--- config.mk ---
export PLATFORM = sky130hd
export DESIGN_NAME = i2c_pin_target
export DESIGN_NICKNAME = d
export VERILOG_FILES = /design/src/rtl/i2ct_pkg.sv /design/src/rtl/i2ct_sync.sv /design/src/rtl/i2ct_busmon.sv /design/src/rtl/i2ct_addr_match.sv /design/src/rtl/i2c_pin_target.sv
export SDC_FILE = /design/constraint.sdc
export NUM_CORES = 1
export LEC_CHECK = 0
export BUFFER_PORTS_ARGS = -buffer_cell sky130_fd_sc_hd__buf_2
export CAP_MARGIN = 15
export CORE_MARGIN = 2
export CORE_UTILIZATION = 51
export CTS_CLUSTER_DIAMETER = 100
export CTS_CLUSTER_SIZE = 14
export DETAILED_ROUTE_END_ITERATION = 8
export PLACE_DENSITY = 0.75
export SLEW_MARGIN = 10
export SYNTH_ARGS = -nofsm -noshare
export SYNTH_HDL_FRONTEND = slang
export SYNTH_SLANG_ARGS = --single-unit
export TNS_END_PERCENT = 100
--- constraint.sdc ---
create_clock -name clk -period 2 [get_ports clk]
set_input_delay 0.5 -clock clk [delete_from_list [all_inputs] [get_ports clk]]
set_output_delay 0.5 -clock clk [all_outputs]
set_load 0.02 [all_outputs]
--- src/rtl/i2ct_pkg.sv ---
package i2ct_pkg;
   localparam int BYTE_W  = 8;
   localparam int ADDR_W  = 7;
   localparam int CNT_W   = $clog2(BYTE_W + 1);

   typedef enum logic [2:0] {
      ST_IDLE,
      ST_ADDR,
      ST_AACK,
      ST_GAP,
      ST_DATA,
      ST_DACK
   } tgt_state_e;
endpackage

--- src/rtl/i2ct_sync.sv ---
module i2ct_sync #(
   parameter int   STAGES  = 2,
   parameter logic RST_VAL = 1'b1
) (
   input  logic clk,
   input  logic rst_n,
   input  logic d,
   output logic q
);
   logic [STAGES-1:0] chain;

   generate
      if (STAGES < 2) begin : g_bad
         $error("i2ct_sync: STAGES must be at least 2");
      end
   endgenerate

   always_ff @(posedge clk or negedge rst_n) begin
      if (!rst_n) chain <= {STAGES{RST_VAL}};
      else        chain <= {chain[STAGES-2:0], d};
   end

   assign q = chain[STAGES-1];
endmodule

--- src/rtl/i2ct_busmon.sv ---
module i2ct_busmon (
   input  logic clk,
   input  logic rst_n,
   input  logic scl_s,
   input  logic sda_s,
   output logic scl_rise,
   output logic scl_fall,
   output logic start_det,
   output logic stop_det
);
   logic scl_p, sda_p;

   always_ff @(posedge clk or negedge rst_n) begin
      if (!rst_n) begin
         scl_p <= 1'b1;
         sda_p <= 1'b1;
      end else begin
         scl_p <= scl_s;
         sda_p <= sda_s;
      end
   end

   assign scl_rise  =  scl_s & ~scl_p;
   assign scl_fall  = ~scl_s &  scl_p;
   assign start_det =  scl_s &  scl_p &  sda_p & ~sda_s;
   assign stop_det  =  scl_s &  scl_p & ~sda_p &  sda_s;
endmodule

--- src/rtl/i2ct_addr_match.sv ---
module i2ct_addr_match #(
   parameter int         PIN_BITS  = 3,
   parameter logic [6:0] BASE_ADDR = 7'h50
) (
   input  logic [6:0]          rx_addr,
   input  logic [PIN_BITS-1:0] pins,
   output logic                hit
);
   logic [6:0] own;

   generate
      if (PIN_BITS == 2) begin : g_two
         assign own = {BASE_ADDR[6:2], pins};
      end else if (PIN_BITS == 3) begin : g_three
         assign own = {BASE_ADDR[6:3], pins};
      end else begin : g_bad
         $error("i2ct_addr_match: PIN_BITS must be 2 or 3");
         assign own = BASE_ADDR;
      end
   endgenerate

   assign hit = (rx_addr == own);
endmodule

--- src/rtl/i2c_pin_target.sv ---
module i2c_pin_target
   import i2ct_pkg::*;
#(
   parameter int         PIN_BITS    = 3,
   parameter logic [6:0] BASE_ADDR   = 7'h50,
   parameter int         SYNC_STAGES = 2
) (
   input  logic                clk,
   input  logic                rst_n,
   input  logic                scl_i,
   input  logic                sda_i,
   output logic                scl_drive_low,
   output logic                sda_drive_low,
   input  logic [PIN_BITS-1:0] addr_pins,
   input  logic                loc_ready,
   input  logic [BYTE_W-1:0]   tx_byte,
   output logic                tx_load,
   output logic [BYTE_W-1:0]   rx_byte,
   output logic                rx_valid
);
   localparam logic [CNT_W-1:0] LAST_BIT = CNT_W'(BYTE_W);

   generate
      if (SYNC_STAGES < 2) begin : g_bad_sync
         $error("i2c_pin_target: SYNC_STAGES must be at least 2");
      end
   endgenerate

   logic scl_s, sda_s;
   logic scl_rise, scl_fall, bus_start, bus_stop;
   logic addr_hit;

   i2ct_sync #(.STAGES(SYNC_STAGES), .RST_VAL(1'b1)) u_scl_sync (
      .clk(clk), .rst_n(rst_n), .d(scl_i), .q(scl_s));
   i2ct_sync #(.STAGES(SYNC_STAGES), .RST_VAL(1'b1)) u_sda_sync (
      .clk(clk), .rst_n(rst_n), .d(sda_i), .q(sda_s));

   i2ct_busmon u_mon (
      .clk(clk), .rst_n(rst_n), .scl_s(scl_s), .sda_s(sda_s),
      .scl_rise(scl_rise), .scl_fall(scl_fall),
      .start_det(bus_start), .stop_det(bus_stop));

   tgt_state_e            state;
   logic [CNT_W-1:0]      bit_cnt;
   logic [BYTE_W-1:0]     shreg;
   logic                  dir_rd;
   logic                  ctl_nack;

   i2ct_addr_match #(.PIN_BITS(PIN_BITS), .BASE_ADDR(BASE_ADDR)) u_match (
      .rx_addr(shreg[7:1]), .pins(addr_pins), .hit(addr_hit));

   always_ff @(posedge clk or negedge rst_n) begin
      if (!rst_n) begin
         state         <= ST_IDLE;
         bit_cnt       <= '0;
         shreg         <= '0;
         dir_rd        <= 1'b0;
         ctl_nack      <= 1'b0;
         sda_drive_low <= 1'b0;
         scl_drive_low <= 1'b0;
         rx_byte       <= '0;
         rx_valid      <= 1'b0;
         tx_load       <= 1'b0;
      end else begin
         rx_valid <= 1'b0;
         tx_load  <= 1'b0;
         if (bus_stop) begin
            state         <= ST_IDLE;
            sda_drive_low <= 1'b0;
            scl_drive_low <= 1'b0;
         end else if (bus_start) begin
            state         <= ST_ADDR;
            bit_cnt       <= '0;
            sda_drive_low <= 1'b0;
            scl_drive_low <= 1'b0;
         end else begin
            case (state)
               ST_ADDR: begin
                  if (scl_rise) begin
                     shreg   <= {shreg[BYTE_W-2:0], sda_s};
                     bit_cnt <= bit_cnt + 1'b1;
                  end else if (scl_fall && bit_cnt == LAST_BIT) begin
                     if (addr_hit) begin
                        sda_drive_low <= 1'b1;
                        dir_rd        <= shreg[0];
                        state         <= ST_AACK;
                     end else begin
                        state <= ST_IDLE;
                     end
                  end
               end
               ST_AACK: begin
                  if (scl_fall) begin
                     sda_drive_low <= 1'b0;
                     scl_drive_low <= ~loc_ready;
                     state         <= ST_GAP;
                  end
               end
               ST_GAP: begin
                  if (loc_ready) begin
                     bit_cnt <= '0;
                     state   <= ST_DATA;
                     if (dir_rd) begin
                        shreg         <= tx_byte;
                        tx_load       <= 1'b1;
                        sda_drive_low <= ~tx_byte[BYTE_W-1];
                     end
                  end else begin
                     scl_drive_low <= 1'b1;
                  end
               end
               ST_DATA: begin
                  scl_drive_low <= 1'b0;
                  if (scl_rise) begin
                     bit_cnt <= bit_cnt + 1'b1;
                     if (!dir_rd) shreg <= {shreg[BYTE_W-2:0], sda_s};
                  end else if (scl_fall) begin
                     if (bit_cnt == LAST_BIT) begin
                        state <= ST_DACK;
                        if (!dir_rd) begin
                           rx_byte       <= shreg;
                           rx_valid      <= 1'b1;
                           sda_drive_low <= 1'b1;
                        end else begin
                           sda_drive_low <= 1'b0;
                        end
                     end else if (dir_rd) begin
                        shreg         <= {shreg[BYTE_W-2:0], 1'b0};
                        sda_drive_low <= ~shreg[BYTE_W-2];
                     end
                  end
               end
               ST_DACK: begin
                  if (scl_rise) begin
                     ctl_nack <= sda_s;
                  end else if (scl_fall) begin
                     sda_drive_low <= 1'b0;
                     if (dir_rd && ctl_nack) begin
                        state <= ST_IDLE;
                     end else begin
                        scl_drive_low <= ~loc_ready;
                        state         <= ST_GAP;
                     end
                  end
               end
               default: begin
                  state         <= ST_IDLE;
                  sda_drive_low <= 1'b0;
                  scl_drive_low <= 1'b0;
               end
            endcase
         end
      end
   end
endmodule

==> impl_results.md <==
* DRT antenna net count at 0
* Initial antenna violation count at 0
* Synth Register Bits at 35
* EDFF count, synth at 0
* Commonest non-fill, non-tap cells in the layout: dfrtp_1, buf_2, mux2_2
* Int Pwr at 0.00184 W
* Buf/Inv on CP at 2
* Async SR Flop Fraction at 100%
* Net count, final at 242
* Leakage at 1.13 nW
* Clock network power share at 17.6%
* Full die area at 0.00440 sq mm
* Vias per std cell at 5.70
* First-pass detailed-route iteration total at 4
* Cell variety after synth at 49
* Rel. slew slack at 48.2%
* Hold Vio Cnt, Final at 0
* Non-Filler Instances at 270
* Critical path startpoint category: flop
* Gate Count Post-Synth at 175
* Hpwl dp at 3.23 mm
* IO Pins at 28
* Fraction of layout cells with a size suffix above 1 at 49.1%
* Register area share after synthesis at 44.6%
* Worst-Margin Slew at 0.777 ns
* Top delay family on crit path: simple AND/OR/NAND/NOR gates
* DR WL/cell at 17.3 um
* Clock sinks at 35
* Synthesized Nets at 196
* Max Cap Viol at 0
* Die Span X at 66.3 um
* PwrDens at 1220 mW/mm^2
* Number of global-route vias before repair at 1509
* Core area at 0.00369 sq mm
* Skew-Pair Late Insertion Delay at 0.30 ns
* Critical Path RT at 2.18 ns
* Port bufs at 27
* Util after Layout at 66.0%
* CTS tree: yes
* GRT Overall Usage at 22.8%
* TNS Setup at -0.108 ns
* Largest net degree at the start of global routing at 36
* Setup ws final at -0.0285 ns
* Endpoint type of the worst setup path: flop
* Placed Area at 0.00224 sq mm
* FF+latch area at 885 sq um
* VDD IR max at 0.683 mV
* Layout area overhead at 22.9%
* Fmax at 493 MHz
* Psw at 0.00114 W
* Final period util at 101%
* GRT overflow at 0
* Diode count at 0
* Sw frac at 38.3%
* WS Path Type: flop to flop
* Logic pwr share at 45.6%
* Htree depth at 2
* Status: finished with violations
* Dominant synthesized flop cell: dfrtp_1
* CP Cell Sequence: inv_1 > ha_2 > and3b_2 > nand2_2 > nor4bb_4 > buf_4 > mux2_2
* Drt initial violations at 87
* Slowest CP cell: dfrtp_1
* Initial Utilization at 53.7%
* Max Buffers Root-to-Sink at 2
* Row Count at 22
* RSZ-0062 raised after global routing: yes
* Final Max Tran Viols at 0
* Placed cells at 259
* Routed vias at 1538
* Filler Cell Count at 294
* Cell area after layout at 0.00244 sq mm
* Final RePlAce weighted congestion at 0.908
* Post-synth design cell area at 0.00198 sq mm
* Post-Route WL at 4.68 mm
* Clock Pin Slew Worst Setup and Hold Paths at 0.08 ns
* Ys Warns at 0
* Crit-path max FO at 5
* Sequential power share at 36.8%
* Clock buffer count from CTS at 5
* Global-route wire length before repair at 7.43 mm
* Number of remaining DRC errors at 0
* Min cycle time layout at 2.03 ns
* Final setup vio count at 7
* Clock root cell: clkbuf_8
* Failing checks: setup timing
* Critical Path AT at 2.21 ns
* Most common cell after layout, fill and taps aside: dfrtp_1
* Hold/Removal Path Class: input port to asynchronous set/reset pin
* Clk_skew at 0.0132 ns
* Die Ht at 66.3 um
* Mapped Avg Cell Area at 11.3 sq um
* Area of the multi-input gates at 0.00108 sq mm
* CP max stage delay at 0.41 ns
==> power by group through the flow <==
stage          combinational (W)  sequential, W  clock, W
6_report                 0.00136        0.00110  0.000523
5_1_grt                  0.00148        0.00112  0.000560
4_1_cts                  0.00130        0.00108  0.000534
3_5_place_dp             0.00128        0.00110         0
3_3_place_gp             0.00125        0.00109         0
2_1_floorplan            0.00106        0.00101         0
==> worst paths after layout <==
| path | end | start | slack (ns) | cells past startpoint |
|---|---|---|---|---|
| hold / removal | state[0] | rst_n | 0.27 | 1 |
| setup reg to reg | rx_byte[1] | bit_cnt[1] | -0.03 | 7 |
| hold reg to reg | u_sda_sync.chain[1] | u_sda_sync.chain[0] | 0.36 | 0 |
| min in group clk | u_sda_sync.chain[0] | sda_i | 0.30 | 1 |
| setup / recovery | rx_byte[1] | bit_cnt[1] | -0.03 | 7 |
| max in group asynchronous | state[2] | rst_n | 1.20 | 1 |
==> per-stage QoR <==
stage               hold slack, ns  worst slack, ns  power (W)
finish                       0.267          -0.0285    0.00298
global placement             0.348          -0.0429    0.00233
detailed placement           0.349          -0.0717    0.00238
CTS                          0.290         0.000317    0.00292
global route                 0.283           -0.105    0.00316
floorplan                    0.204           0.0363    0.00208
==> registers in the layout, indices dropped and copies added, names as in the netlist, 2 cells and up <==
name              count
bit_cnt               4
rx_byte               8
shreg                 8
state                 3
u_scl_sync.chain      2
u_sda_sync.chain      2
==> area by class of cell <==
type | count | area share [%]
tap | 48 | 2.47
clock inverter | 3 | 0.822
multi-input combinational | 125 | 44.5
inverter | 7 | 1.08
sequential | 35 | 36.3
timing repair buffer | 47 | 12.0
clock buffer | 5 | 2.82
==> metal layers <==
metal / share of wire (%) / GRT usage [%] / vias up
met5: 0 / 0 / -
met4: 2.7 / 8.42 / 0
met3: 5.4 / 4.77 / 12
met2: 48 / 35.8 / 50
met1: 44 / 31.2 / 758
li1: - / - / 718
==> timing repair <==
action | CTS | global route
resized for setup | 13 | 11
setup endpoints to repair | 19 | 20
pin swaps | 4 | 6
buffers inserted | 0 | 2
cloned | 1 | 0
hold buffers | 0 | 0
==> cell usage after synthesis (2+ instances only) <==
cell type	count	share of area, %
a21oi_1	6	1.5
a22o_1	2	0.88
and2_1	2	0.63
and3b_1	2	0.88
buf_4	2	0.76
buf_6	3	1.7
clkbuf_1	2	0.38
dfrtp_1	29	37
dfstp_2	6	8.0
ha_1	5	3.2
inv_1	7	1.3
mux2_2	26	15
mux2i_1	3	1.5
nand2_1	13	2.5
nand2b_1	7	2.2
nand3_1	4	1.0
nand4_1	2	0.63
nor2_1	7	1.3
nor2b_1	3	0.95
nor3_1	4	1.0
nor4bb_1	2	1.0
o21a_1	2	0.76
o21ai_0	3	0.76
o21bai_1	2	0.76
o22ai_1	3	0.95
xnor2_1	5	2.2
==> logic make-up (layout without fill, tap and decap cells) <==
family | Yosys count | after routing | synth area share (%)
XOR/XNOR | 6 | 6 | 2.65
adder cells (fa/ha/maj) | 5 | 5 | 3.16
AO/OA/AOI/OAI | 33 | 33 | 14.1
AND/OR/NAND/NOR | 52 | 52 | 14.8
buffers and inverters | 15 | 62 | 4.42
flip-flops | 35 | 35 | 44.6
multiplexers | 29 | 29 | 16.3
Note: power is estimated with default switching activity, not from simulation.
